## src/rtl/spdif_pkg.sv

```systemverilog
package spdif_pkg;

    localparam int SLOT_BITS = 32;
    localparam int AUDIO_W   = 24;
    localparam int PRE_BITS  = 4;
    localparam int AUD_LSB   = 4;
    localparam int VAL_POS   = 28;
    localparam int USR_POS   = 29;
    localparam int CST_POS   = 30;
    localparam int PAR_POS   = 31;
    localparam int BIT_W     = $clog2(SLOT_BITS);

    typedef enum logic [1:0] {
        SYNC_BLOCK = 2'd0,
        SYNC_CHA   = 2'd1,
        SYNC_CHB   = 2'd2
    } sync_kind_e;

    // Half-cell sequences for a line that sat low before the subframe;
    // MSB is emitted first.
    function automatic logic [7:0] sync_halves(input sync_kind_e kind);
        case (kind)
            SYNC_BLOCK: sync_halves = 8'b1110_1000;
            SYNC_CHA:   sync_halves = 8'b1110_0010;
            default:    sync_halves = 8'b1110_0100;
        endcase
    endfunction

endpackage

```

## src/rtl/spdif_half_tick.sv

```systemverilog
module spdif_half_tick #(
    parameter int HALF_CLKS = 2
) (
    input  logic clk_i,
    input  logic rst_ni,
    input  logic en_i,
    output logic tick_o
);

    generate
        if (HALF_CLKS <= 1) begin : g_direct
            assign tick_o = en_i;
        end else begin : g_count
            localparam int CW = $clog2(HALF_CLKS);
            localparam logic [CW-1:0] LAST = CW'(HALF_CLKS - 1);

            logic [CW-1:0] cnt_d, cnt_q;

            always_comb begin
                cnt_d = cnt_q;
                if (!en_i) begin
                    cnt_d = '0;
                end else if (cnt_q == LAST) begin
                    cnt_d = '0;
                end else begin
                    cnt_d = cnt_q + 1'b1;
                end
            end

            always_ff @(posedge clk_i or negedge rst_ni) begin
                if (!rst_ni) begin
                    cnt_q <= '0;
                end else begin
                    cnt_q <= cnt_d;
                end
            end

            assign tick_o = en_i && (cnt_q == LAST);


            tick_gap_chk: assert property (@(posedge clk_i) disable iff (!rst_ni)
                tick_o |=> !tick_o)
                else $error("half-cell strobes on adjacent cycles");
        end
    endgenerate

endmodule

```

## src/rtl/spdif_slot_word.sv

```systemverilog
module spdif_slot_word
    import spdif_pkg::*;
(
    input  logic [AUDIO_W-1:0]   sample_i,
    input  logic [AUDIO_W-1:0]   mask_i,
    input  logic                 have_i,
    input  logic                 usr_i,
    input  logic                 cst_i,
    output logic [SLOT_BITS-1:0] word_o
);

    logic [SLOT_BITS-1:0] w;

    always_comb begin
        w = '0;
        if (have_i) begin
            w[AUD_LSB +: AUDIO_W] = sample_i & mask_i;
        end
        w[VAL_POS] = !have_i;
        w[USR_POS] = usr_i;
        w[CST_POS] = cst_i;
        w[PAR_POS] = ^w[PAR_POS-1:AUD_LSB];
        word_o     = w;
    end

endmodule

```

## src/rtl/spdif_bmc_line.sv

```systemverilog
module spdif_bmc_line
    import spdif_pkg::*;
(
    input  logic             clk_i,
    input  logic             rst_ni,
    input  logic             en_i,
    input  logic             tick_i,
    input  logic [BIT_W-1:0] bit_i,
    input  logic             half_i,
    input  sync_kind_e       kind_i,
    input  logic             data_i,
    output logic             line_o
);

    typedef struct packed {
        logic line;
        logic pol;
        logic started;
    } line_state_t;

    line_state_t d, q;

    logic       sub_start;
    logic [2:0] half_idx;
    logic [7:0] pattern;

    assign sub_start = (bit_i == '0) && !half_i;
    assign half_idx  = {bit_i[1:0], half_i};
    assign pattern   = sync_halves(kind_i);

    always_comb begin
        logic ref_lvl;
        d       = q;
        ref_lvl = sub_start ? q.line : q.pol;
        if (!en_i) begin
            d = '0;
        end else if (tick_i) begin
            if (bit_i < BIT_W'(PRE_BITS)) begin
                d.line = pattern[3'd7 - half_idx] ^ ref_lvl;
                if (sub_start) begin
                    d.pol     = q.line;
                    d.started = 1'b1;
                end
            end else if (!half_i) begin
                d.line = !q.line;
            end else begin
                d.line = q.line ^ data_i;
            end
        end
    end

    always_ff @(posedge clk_i or negedge rst_ni) begin
        if (!rst_ni) begin
            q <= '0;
        end else begin
            q <= d;
        end
    end

    assign line_o = q.line;


    hold_chk: assert property (@(posedge clk_i) disable iff (!rst_ni)
        (en_i && !tick_i) |=> $stable(line_o))
        else $error("line moved inside a half-cell");


    level_chk: assert property (@(posedge clk_i) disable iff (!rst_ni)
        (en_i && tick_i && sub_start && q.started) |-> (q.line == q.pol))
        else $error("subframe ended at a different level than it began");

endmodule

```

## src/rtl/spdif_bmc_tx.sv

```systemverilog
module spdif_bmc_tx
    import spdif_pkg::*;
#(
    parameter int FRAMES    = 192,
    parameter int HALF_CLKS = 2
) (
    input  logic               clk_i,
    input  logic               rst_ni,
    input  logic               en_i,
    input  logic [23:0]        mask_i,
    input  logic               smp_valid_i,
    input  logic [23:0]        smp_data_i,
    input  logic [FRAMES-1:0]  cs_a_i,
    input  logic [FRAMES-1:0]  cs_b_i,
    input  logic [FRAMES-1:0]  ud_a_i,
    input  logic [FRAMES-1:0]  ud_b_i,
    output logic               line_o,
    output logic               blk_start_o,
    output logic               req_o
);

    localparam int FW = (FRAMES > 1) ? $clog2(FRAMES) : 1;
    localparam logic [FW-1:0]    LAST_FRAME = FW'(FRAMES - 1);
    localparam logic [BIT_W-1:0] LAST_BIT   = BIT_W'(SLOT_BITS - 1);

    typedef struct packed {
        logic [FW-1:0]        frame;
        logic                 chan;
        logic [BIT_W-1:0]     bitn;
        logic                 half;
        logic [SLOT_BITS-1:0] word;
        logic [AUDIO_W-1:0]   hold;
        logic                 have;
        logic                 pend;
        logic                 blk;
        logic                 req;
    } seq_state_t;

    seq_state_t d, q;

    logic                 tick;
    logic                 usr_bit;
    logic                 cst_bit;
    logic [SLOT_BITS-1:0] new_word;
    sync_kind_e           kind;

    spdif_half_tick #(
        .HALF_CLKS (HALF_CLKS)
    ) i_tick (
        .clk_i  (clk_i),
        .rst_ni (rst_ni),
        .en_i   (en_i),
        .tick_o (tick)
    );

    assign usr_bit = q.chan ? ud_b_i[q.frame] : ud_a_i[q.frame];
    assign cst_bit = q.chan ? cs_b_i[q.frame] : cs_a_i[q.frame];

    spdif_slot_word i_word (
        .sample_i (q.hold),
        .mask_i   (mask_i),
        .have_i   (q.have),
        .usr_i    (usr_bit),
        .cst_i    (cst_bit),
        .word_o   (new_word)
    );

    always_comb begin
        if (q.chan) begin
            kind = SYNC_CHB;
        end else if (q.frame == '0) begin
            kind = SYNC_BLOCK;
        end else begin
            kind = SYNC_CHA;
        end
    end

    always_comb begin
        logic start;
        d     = q;
        d.blk = 1'b0;
        d.req = 1'b0;
        start = (q.bitn == '0) && !q.half;
        if (!en_i) begin
            d = '0;
        end else begin
            if (smp_valid_i && q.pend) begin
                d.hold = smp_data_i;
                d.have = 1'b1;
                d.pend = 1'b0;
            end
            if (tick) begin
                if (start) begin
                    d.word = new_word;
                    d.have = 1'b0;
                    d.pend = 1'b1;
                    d.req  = 1'b1;
                    d.blk  = (q.frame == '0) && !q.chan;
                end
                if (!q.half) begin
                    d.half = 1'b1;
                end else begin
                    d.half = 1'b0;
                    if (q.bitn == LAST_BIT) begin
                        d.bitn = '0;
                        if (q.chan) begin
                            d.chan  = 1'b0;
                            d.frame = (q.frame == LAST_FRAME) ? '0 : q.frame + 1'b1;
                        end else begin
                            d.chan = 1'b1;
                        end
                    end else begin
                        d.bitn = q.bitn + 1'b1;
                    end
                end
            end
        end
    end

    always_ff @(posedge clk_i or negedge rst_ni) begin
        if (!rst_ni) begin
            q <= '0;
        end else begin
            q <= d;
        end
    end

    spdif_bmc_line i_line (
        .clk_i  (clk_i),
        .rst_ni (rst_ni),
        .en_i   (en_i),
        .tick_i (tick),
        .bit_i  (q.bitn),
        .half_i (q.half),
        .kind_i (kind),
        .data_i (q.word[q.bitn]),
        .line_o (line_o)
    );

    assign blk_start_o = q.blk;
    assign req_o       = q.req;


    idle_chk: assert property (@(posedge clk_i) disable iff (!rst_ni)
        !en_i |=> (!line_o && !req_o && !blk_start_o))
        else $error("outputs active while disabled");


    blk_pos_chk: assert property (@(posedge clk_i) disable iff (!rst_ni)
        blk_start_o |-> (q.frame == '0 && !q.chan && q.bitn == '0 && q.half))
        else $error("block strobe away from frame 0 channel A");


    req_blk_chk: assert property (@(posedge clk_i) disable iff (!rst_ni)
        blk_start_o |-> req_o)
        else $error("block start without a subframe request");


    take_chk: assert property (@(posedge clk_i) disable iff (!rst_ni)
        $rose(q.have) |-> $past(smp_valid_i))
        else $error("sample taken without an offer");

endmodule

```

## config.mk

```make
export PLATFORM = sky130hd
export DESIGN_NAME = spdif_bmc_tx
export DESIGN_NICKNAME = d
export VERILOG_FILES = /design/src/rtl/spdif_pkg.sv /design/src/rtl/spdif_half_tick.sv /design/src/rtl/spdif_slot_word.sv /design/src/rtl/spdif_bmc_line.sv /design/src/rtl/spdif_bmc_tx.sv
export SDC_FILE = /design/constraint.sdc
export NUM_CORES = 1
export LEC_CHECK = 0
export BUFFER_PORTS_ARGS = -buffer_cell sky130_fd_sc_hd__buf_2
export CORE_AREA = 2 2 322 324
export CTS_BUF_LIST = sky130_fd_sc_hd__clkbuf_2
export DETAILED_ROUTE_END_ITERATION = 6
export DIE_AREA = 0 0 324 326
export GPL_ROUTABILITY_DRIVEN = 0
export PLACE_DENSITY = 0.35
export SLEW_MARGIN = 10
export SYNTH_ARGS = -nofsm -noshare
export SYNTH_HDL_FRONTEND = slang
export SYNTH_SLANG_ARGS = --single-unit
```

## constraint.sdc

```tcl
create_clock -name clk_i -period 6.4 [get_ports clk_i]
set_clock_uncertainty 0.1 [all_clocks]
set_input_delay 0.64 -clock clk_i [delete_from_list [all_inputs] [get_ports clk_i]]
set_output_delay 0.64 -clock clk_i [all_outputs]
set_load 0.03 [all_outputs]
```

==> run summary, run 1 <==
Setup repair bufs after CTS = 0
RSZ-0062 raised after global routing = no
ANT nets after route = 0
Final instance area = 15600 µm²
CP cell instances = buf_4, buf_4, mux4_2, mux2i_1, a2111oi_1, nand2_1, a32oi_1, o22ai_2, xnor2_1, xnor2_1, a21oi_1
Antenna violations before repair = 34
Clock Sinks = 74
Final min period = 4.67 ns
Clock root cell = clkbuf_2
Delay of the slowest critical-path stage = 0.91 ns
Final core utilization = 0.152
Vias in the first global route = 12.3k
Critical path peak fanout = 29
Highest attainable clock frequency = 0.214 GHz
Initial drt markers = 840
Area after DPL = 15400 µm²
Max_slew headroom = 0.261
Global-route wire length before repair = 96800 µm
Top cells by area, synth = mux4_2, dfrtp_1, mux2i_1
Synthesized flop and latch total = 74
Layout Nets = 2363
Rows = 118
Synth top area share = 0.487
WS Path Type = reg -> reg
Routed wire length = 72900 µm
WL/cell = 24.9 µm
Htree depth = 3
Clk slew on worst S/H paths = 0.26 ns
Setup crit start kind = register
Pre-CTS WS = 1.45 ns
Critical Path Source = q[67]
Dpl hpwl = 63300 µm
Most frequent cell after synthesis = mux4_2
CTS resizes = 0
Final setup viols = 0
Core Region = 103000 µm²
Worst r2r dst = q[59]
Arrival time worst endpoint = 5.05 ns
TritonCTS buffer count = 9
DR vias = 11.3k
Synthesis-to-layout area growth = 58.7%
Slowest CP cell = dfrtp_4
CP delay by family, top = compound AO/OA/AOI/OAI gates
Reg2Reg Launch Point = q[67]
Final hold violations = 0
Max_cap viols = 0
Drt drc = 0
Clock tree buffer depth = 2
Leakage power = 6.42 nW
Max-slew violation count = 0
Grt total ovfl = 0
Vias per cell = 3.86
Non-Filler Instances = 2931
CP Depth = 11
Clk_lat worst skew = 0.61 ns
DR pass1 iterations = 5
GRT Util Overall = 0.132
Hold Buf Count CTS = 1
Flop-to-flop setup slack = 1.73 ns
Syn nets = 1591
Worst path required time = 6.78 ns
TNS Setup = 0 ns
I/O pin cnt = 823
Worst Path Buf+Inv = 2
Final worst path period share = 0.729
Post-synth top cells = mux4_2, dfrtp_1, nand2_1
Fraction of layout cells with a size suffix above 1 = 0.708
VDD IR max = 0.0000574 V
Die Width = 324 µm
Number of flops mapped to enable cells by yosys = 0
Synth async-reset ratio = 1.00
Post-synth top flop = dfrtp_1
Status = finished, final reports clean
Critical path endpoint = q[59]
Cell Area, Synth = 9800 µm²
Seq/Total Area, Yosys = 0.189
Final WS setup = 1.73 ns
Distinct cells, synth = 59
Worst hold path type = in -> reg
Worst setup EP type = register
Syn Area/Cell = 12.8 µm²
Pwr dens = 83.8 nW/µm²
Full die area = 106000 µm²
CTS tree = done
Largest net degree at the start of global routing = 80
Die Height = 326 µm
Worst reg2reg path depth = 11
Tightest Pin Transition = 1.11 ns
Post-Synthesis Cells = 766
Placed insts = 2906
Port Buf Inserts = 822
Initial Util = 0.0955
Synth warn = 0
Biggest area consumer among synthesized cells = mux4_2
through the flow:
stage	hold slack, ns	power [mW]
after floorplan	0.244	0.662
final	0.111	1.30
after global routing	0.0159	1.37
after global placement	0.371	1.02
after CTS	0.0321	1.33
after detailed placement	0.378	1.02
cell usage in the layout (no fill, tap or decap), types with 3 or more instances in the layout:
cell      Yosys  routed
mux2i_1      30      30
mux4_2      212     212
nand2_1      69      69
a32o_1       24      24
o221ai_1      4       4
and3_1        5       5
xnor2_1      27      27
nor3_1        5       5
or3_1         3       3
buf_2        16     821
ha_1          5       5
clkbuf_2      0       9
dfrtp_4       0       3
buf_4        17      23
nor2b_1       9       9
a22oi_1      23      23
a31oi_1       4       4
nand3_1       8       8
mux2_2        6       6
a21boi_0      7       7
o21ai_0      18      18
dfrtp_1      74      70
xor2_1        6       6
a211oi_1     11      11
diode_2       0       8
inv_1         6       6
o22ai_1      16      16
a21oi_1      22      22
nor2_1       15      14
a22o_1       27      27
and2_1       11      12
state kept, by name, indices dropped and copies added, names as in the netlist:
| name | cells |
|---|---|
| blk_start_o | 1 |
| q | 69 |
| i_line.line_o | 1 |
| req_o | 1 |
| i_line.q | 1 |
| i_tick.g_count.cnt_q | 1 |
worst reg2reg max path: cells and delay by family, from the launching register on:
family | cells | cell delay [ns]
mux | 2 | 0.46
compound gates | 4 | 1.67
xor+xnor | 2 | 0.41
simple gates | 1 | 0.12
flops | 1 | 0.91
buf+inv | 2 | 0.92
worst min path at each step:
| stage | start | end | depth (start not counted) |
|---|---|---|---|
| floorplan | rst_ni | blk_start_o | 0 |
| global placement | rst_ni | q[23] | 1 |
| detailed placement | rst_ni | q[23] | 1 |
| CTS | smp_data_i[11] | q[15] | 2 |
| global route | smp_data_i[4] | q[8] | 2 |
| finish | smp_data_i[11] | q[15] | 2 |
report_power, final:
part / switching, mW / internal, mW
registers: 0.0137 / 0.479
clock network: 0.201 / 0.0933
logic: 0.216 / 0.300
cell families (layout without fill, tap and decap cells):
family	Yosys count	after routing	share of synthesized area
compound gates	171	171	0.131
xor+xnor	34	34	0.0318
fa+ha+maj	5	5	0.00638
buf+inv	95	872	0.0507
flops	74	74	0.189
mux	248	248	0.525
other cells	0	8	0
simple gates	139	139	0.0671
area by class of cell:
| cell class | instances | area (µm²) |
|---|---|---|
| Fill cell | 11599 | 87100 |
| Tap cell | 1380 | 1730 |
| Antenna cell | 8 | 20.0 |
| Clock inverter | 7 | 75.1 |
| Sequential cell | 74 | 1860 |
| Timing Repair Buffer | 847 | 4330 |
| Clock buffer | 9 | 45.0 |
| Inverter | 9 | 33.8 |
| Multi-Input combinational cell | 597 | 7460 |
routing by layer:
layer,vias up,GRT usage,share of wire
li1,4825,-,-
met1,5811,0.160,0.40
met2,579,0.237,0.51
met3,72,0.0283,0.068
met4,16,0.0261,0.018
met5,-,0,0.0014
Power figures use the tool's default switching activity.
==> run 2, diff against run 1 <==
--- a/config.mk
+++ b/config.mk
@@ -5,13 +5,14 @@
 export SDC_FILE = /design/constraint.sdc
 export NUM_CORES = 1
 export LEC_CHECK = 0
+export ABC_AREA = 1
 export BUFFER_PORTS_ARGS = -buffer_cell sky130_fd_sc_hd__buf_2
-export CORE_AREA = 2 2 322 324
+export CORE_AREA = 2 2 316 318
 export CTS_BUF_LIST = sky130_fd_sc_hd__clkbuf_2
 export DETAILED_ROUTE_END_ITERATION = 6
-export DIE_AREA = 0 0 324 326
+export DIE_AREA = 0 0 318 320
 export GPL_ROUTABILITY_DRIVEN = 0
-export PLACE_DENSITY = 0.35
+export PLACE_DENSITY = 0.38
 export SLEW_MARGIN = 10
 export SYNTH_ARGS = -nofsm -noshare
 export SYNTH_HDL_FRONTEND = slang
==> constraint.sdc (replaced) <==
create_clock -name clk_i -period 4.15 [get_ports clk_i]
set_clock_uncertainty 0.1 [all_clocks]
set_input_delay 0.415 -clock clk_i [delete_from_list [all_inputs] [get_ports clk_i]]
set_output_delay 0.415 -clock clk_i [all_outputs]
set_load 0.03 [all_outputs]
==> run 2 against run 1 <==
Hold slack got worse by 0.059 ns. Sequential cell count stayed put. Synthesized cell count increased to 3.0 times the previous value. Maximum frequency grew 27%. Sequential share of layout area is 1.3 points lower. Largest power group unchanged. Highest routed layer unchanged. Clock power is 57% higher. Critical endpoint unchanged. Count of clock-buffer cells in the layout rose by 1.
==> run summary, run 2 <==
DR pass1 iterations = 5
I/O pin cnt = 823
Largest net degree at the start of global routing = 100
Worst path required time = 4.58 ns
Most frequent cell after synthesis = nand2_1
Arrival time worst endpoint = 4.10 ns
TritonCTS buffer count = 9
Switching portion of total power = 0.363
Post-synth top flop = dfrtp_1
Rows = 115
Hold_sp = mask_i[21]
Pwr dens = 117 nW/µm²
Core Region = 98000 µm²
Post-synth top cells = nand2_1, nand3_1, buf_2
Setup crit start kind = register
Number of flops mapped to enable cells by yosys = 0
Final hold violations = 0
Worst reg2reg path depth = 21
Fraction of layout cells with a size suffix above 1 = 0.301
Final min period = 3.67 ns
Worst r2r dst = q[59]
Layout Nets = 3827
Dpl hpwl = 71000 µm
Clock share of power = 0.224
Sequential share of power = 0.366
GRT met3 Usage = 0.0379
Clock tree buffer depth = 2
Tightest Pin Transition = 0.935 ns
Max-slew violation count = 0
Max reg flops = 69
Top cells by area, synth = nand2_1, nand3_1, dfrtp_1
Antenna violations before repair = 32
Routed wire length = 89100 µm
Synth async-reset ratio = 1.00
Commonest non-fill, non-tap cell in the layout = nand2_1
Die Width = 318 µm
M1 GR Usage = 0.205
DR vias = 18.1k
Synth top area share = 0.340
Grt total ovfl = 0
Clock root cell = clkbuf_2
Worst Hold End = q[53]
Syn nets = 3090
Port Buf Inserts = 822
Post-Synthesis Cells = 2265
Leakage power = 9.03 nW
Placed insts = 4237
Hold depth = 3
Worst setup EP type = register
TNS Setup = 0 ns
Final worst path period share = 0.884
ANT nets after route = 0
RSZ-0062 raised after global routing = no
Max_cap viols = 0
Flop-to-flop setup slack = 0.48 ns
Synth warn = 0
VDD IR max = 0.000129 V
Vias per cell = 4.20
Initial Util = 0.119
Critical path peak fanout = 77
Cell Area, Synth = 11700 µm²
Sw power = 747 µW
Reg with most FFs = q
Highest attainable clock frequency = 0.273 GHz
GRT Util Overall = 0.166
Non-Filler Instances = 4307
Die Height = 320 µm
Global-route wire length before repair = 125000 µm
Grt peak-use layer = met2
Max_slew headroom = 0.376
Comb power frac = 0.410
Synthesis-to-layout area growth = 49.7%
Seq/Total Area, Yosys = 0.158
Final setup viols = 0
Highest-count cells in the layout ignoring fill and taps = nand2_1, buf_2, nand3_1
Clk_lat worst skew = 0.64 ns
Clk slew on worst S/H paths = 0.26 ns
Biggest area consumer among synthesized cells = nand2_1
Reg2Reg Launch Point = q[67]
Htree depth = 3
Synthesized flop and latch total = 74
Critical Path Source = q[67]
Clock Sinks = 74
Initial drt markers = 1380
CTS tree = done
Met2 usage = 0.292
Vias in the first global route = 18.2k
Status = finished, final reports clean
Total power draw = 2.06 mW
Syn Area/Cell = 5.17 µm²
Worst hold path type = in -> reg
Distinct cells, synth = 29
Setup repair bufs after CTS = 0
WS Path Type = reg -> reg
Full die area = 102000 µm²
WL/cell = 20.7 µm
Int Power = 1.31 mW
Drt drc = 0
## run 2: cell count changes in the layout (fill, tap and decap cells not counted), moves of 17 or more
cell | previous run | this run
nand2_1 | 69 | 1060
inv_1 | 6 | 40
a22o_1 | 27 | 0
a32o_1 | 24 | 1
dlygate4sd3_1 | 1 | 41
nand3_1 | 8 | 714
a22oi_1 | 23 | 0
mux2i_1 | 30 | 0
o21ai_0 | 18 | 58
mux4_2 | 212 | 0
buf_4 | 23 | 40
## run 2: how the worst max path moves through the flow
stage | end | slack (ns) | cells past startpoint
2_1_floorplan | q[59] | 1.97 | 21
3_3_place_gp | q[59] | 0.45 | 21
3_5_place_dp | q[59] | 0.49 | 21
4_1_cts | q[59] | 0.46 | 21
5_1_grt | q[59] | 0.25 | 21
6_report | q[59] | 0.48 | 21
## run 2: cell type report
class	instances	area (µm²)
fill	11799	80500
multi-input combinational	1954	8600
timing repair buffer	916	5100
sequential	74	1870
tap	1287	1610
inverter	47	200
clock inverter	6	66.3
clock buffer	10	50.0
antenna	13	32.5
## run 2: per-layer routing
metal  up-vias  part of all wire
li1       8938                 -
met1      8320              0.42
met2       721              0.49
met3        80             0.068
met4        30             0.018
met5         -            0.0021
## run 2: stage by stage
step	hold slack [ns]	worst slack, ns	area (µm²)	utilization
floorplan	0.0194	1.97	11700	-
global placement	0.362	0.453	17000	0.173
detailed placement	0.373	0.492	17000	0.173
CTS	0.0000297	0.461	17500	0.179
global route	0.0127	0.254	17500	0.179
finish	0.0518	0.481	17500	0.179
## run 2: cells by family after synthesis
group | share of synthesized area
fa+ha+maj | 0.00534
flops | 0.158
xor+xnor | 0.0187
buf+inv | 0.107
compound gates | 0.0508
simple gates | 0.660
## run 2: worst max-delay path, stage by stage, from the launching register on
cell and delay, ns:
dfrtp_4 0.66, clkinv_8 0.27, buf_12 0.33, nand2_1 0.09, nand3_1 0.10, nand3_1 0.43
nand2_1 0.21, nand2_1 0.07, nand3_1 0.11, nand3_1 0.21, nand2_1 0.13, nand2_1 0.07
nand2_1 0.08, inv_1 0.05, nand2_2 0.07, nand2_1 0.11, nand2_1 0.07, nand2_1 0.05
nand2_1 0.09, nand3_1 0.09, nand3_1 0.09, nand2_1 0.05
## run 2: power by group through the flow
| stage | sequential (mW) | combinational, mW | clock [mW] |
|---|---|---|---|
| 4_1_cts | 0.755 | 0.857 | 0.486 |
| 5_1_grt | 0.757 | 0.944 | 0.509 |
| 3_5_place_dp | 0.767 | 0.823 | 0 |
| 3_3_place_gp | 0.766 | 0.829 | 0 |
| 2_1_floorplan | 0.765 | 0.264 | 0 |
| 6_report | 0.754 | 0.843 | 0.462 |
## run 2: timing repair
item,CTS,global route
resized for setup,0,0
endpoints found under the hold margin,80,0
hold buffers,41,0
==> run 3, diff against run 2 <==
--- a/config.mk
+++ b/config.mk
@@ -12,7 +12,6 @@
 export DETAILED_ROUTE_END_ITERATION = 6
 export DIE_AREA = 0 0 318 320
 export GPL_ROUTABILITY_DRIVEN = 0
-export PLACE_DENSITY = 0.38
 export SLEW_MARGIN = 10
 export SYNTH_ARGS = -nofsm -noshare
 export SYNTH_HDL_FRONTEND = slang
==> run 3 against run 2 <==
Maximum frequency up 0.95%. Routed wire length down 3.5%. Sequential cell count unchanged. Combinational power down 1%. Global-route usage down 0.62 points. Worst setup slack better by 0.035 ns. Via count up 2.7%. Critical endpoint unchanged. Largest cell class unchanged.
==> run summary, run 3 (same netlist as run 2, synthesis figures left out) <==
Status = finished, final reports clean
Max reg flops = 69
TritonCTS buffer count = 9
Switching portion of total power = 0.379
Met1 WL = 37800 µm
Final setup viols = 0
Setup crit start kind = register
Vias in the first global route = 17.7k
Commonest non-fill, non-tap cell in the layout = nand2_1
Layout Nets = 3811
Sw power = 763 µW
Rows = 115
Leakage power = 8.93 nW
RSZ-0062 raised after global routing = no
Worst reg2reg path depth = 23
Final worst path period share = 0.876
Final hold violations = 0
Clock tree buffer depth = 2
Reg with most FFs = q
Grt total ovfl = 0
DR vias = 18.6k
GRT Util Overall = 0.160
WL/cell = 20.0 µm
Worst setup EP type = register
Fraction of layout cells with a size suffix above 1 = 0.299
Max_cap viols = 0
Int Power = 1.25 mW
Final min period = 3.63 ns
Pwr dens = 116 nW/µm²
I/O pin cnt = 823
Highest attainable clock frequency = 0.275 GHz
WS Path Type = reg -> reg
Comb power frac = 0.413
Max_slew headroom = 0.348
Clock share of power = 0.211
Max-slew violation count = 0
Critical path peak fanout = 87
Dpl hpwl = 69000 µm
Global-route wire length before repair = 120000 µm
Hold slack = 0.0221 ns
TNS Setup = 0 ns
Highest Signal Layer = met5
Largest net degree at the start of global routing = 151
Clk slew on worst S/H paths = 0.31 ns
Routed wire length = 86000 µm
Htree depth = 3
Die Height = 320 µm
Core Region = 98000 µm²
ANT nets after route = 0
Initial Util = 0.119
Die Width = 318 µm
Hold depth = 3
Vias per cell = 4.33
Worst hold path type = in -> reg
Full die area = 102000 µm²
Clk_lat worst skew = 0.59 ns
Total power draw = 2.01 mW
DR pass1 iterations = 7
Drt drc = 0
Tightest Pin Transition = 0.977 ns
Highest-count cells in the layout ignoring fill and taps = nand2_1, buf_2, nand3_1
Clock Sinks = 74
Antenna violations before repair = 32
WL met3 = 6560 µm
Initial drt markers = 1832
CTS tree = done
Port Buf Inserts = 822
Sequential share of power = 0.376
Clock root cell = clkbuf_2
Synthesis-to-layout area growth = 48.6%
Arrival time worst endpoint = 4.07 ns
DR WL met2 = 39500 µm
Worst path required time = 4.59 ns
VDD IR max = 0.0000940 V
[run 3: changes by cell type in the layout (fill, tap and decap cells not counted), sizes merged, moves of 2 or more]
cell | before | now
buf | 875 | 864
clkinv | 6 | 4
dlygate4sd3 | 41 | 36
inv | 44 | 46
[run 3: power by group through the flow]
stage                     Sequential [mW]  Combinational, mW  Clock [mW]
final                               0.757              0.832       0.426
after global routing                0.760              0.931       0.464
after CTS                           0.757              0.840       0.437
after detailed placement            0.769              0.810           0
after global placement              0.768              0.812           0
after floorplan                     0.765              0.264           0
[run 3: stage by stage]
stage / instance area, µm² / utilization / instances / worst slack (ns)
2_1_floorplan: 11700 / - / 2265 / 1.97
3_5_place_dp: 16900 / 0.172 / 4226 / 0.591
3_3_place_gp: 16900 / 0.172 / 4226 / 0.559
6_report: 17400 / 0.178 / 4292 / 0.516
4_1_cts: 17400 / 0.177 / 4278 / 0.489
5_1_grt: 17400 / 0.177 / 4286 / 0.142
[run 3: repair_timing]
item / in CTS / in global routing
setup endpoints to repair: 0 / 0
setup buffers: 0 / 0
hold endpoints to repair: 70 / 0
resized for setup: 0 / 0
hold buffers: 36 / 0
[run 3: worst max-delay path: stages, from the launching register on]
cell and delay (ns):
dfrtp_4 0.67, clkinv_8 0.20, buf_12 0.29, buf_4 0.34
nand2_1 0.08, nand3_1 0.07, nand3_1 0.22, nand2_1 0.18
nand2_1 0.06, nand3_1 0.09, nand3_1 0.08, nand2_1 0.12
nand2_1 0.05, nand2_1 0.09, inv_1 0.08, nand2_2 0.09
nand2_1 0.11, nand2_1 0.09, nand2_1 0.08, nand2_1 0.09
nand2_1 0.06, nand2_1 0.06, nand3_1 0.07, nand2_1 0.07
[run 3: path summary, 6_finish.rpt]
check / start / endpoint / slack [ns]
worst max-delay path: q[67] / q[59] / 0.52
worst min-delay path: mask_i[7] / q[39] / 0.02
worst max register to register: q[67] / q[59] / 0.52
worst min register to register: q[40] / q[40] / 0.42
max in group asynchronous: rst_ni / q[18] / 2.83
min in group asynchronous: rst_ni / q[34] / 0.33
[run 3: layout make-up]
| cell class | instances | area, µm² |
|---|---|---|
| diodes | 14 | 35.0 |
| clock buffers | 10 | 50.0 |
| clock inverters | 6 | 48.8 |
| fillers | 11478 | 80600 |
| inverters | 47 | 203 |
| multi-input cells | 1954 | 8600 |
| flip-flops and latches | 74 | 1870 |
| well taps | 1287 | 1610 |
| repair buffers | 900 | 4980 |
[run 3: routing by layer]
metal  vias to the layer above  GRT usage
li1                       8916          -
met1                      8546      0.213
met2                       964      0.267
met3                       136     0.0277
met4                        18     0.0361
met5                         -          0
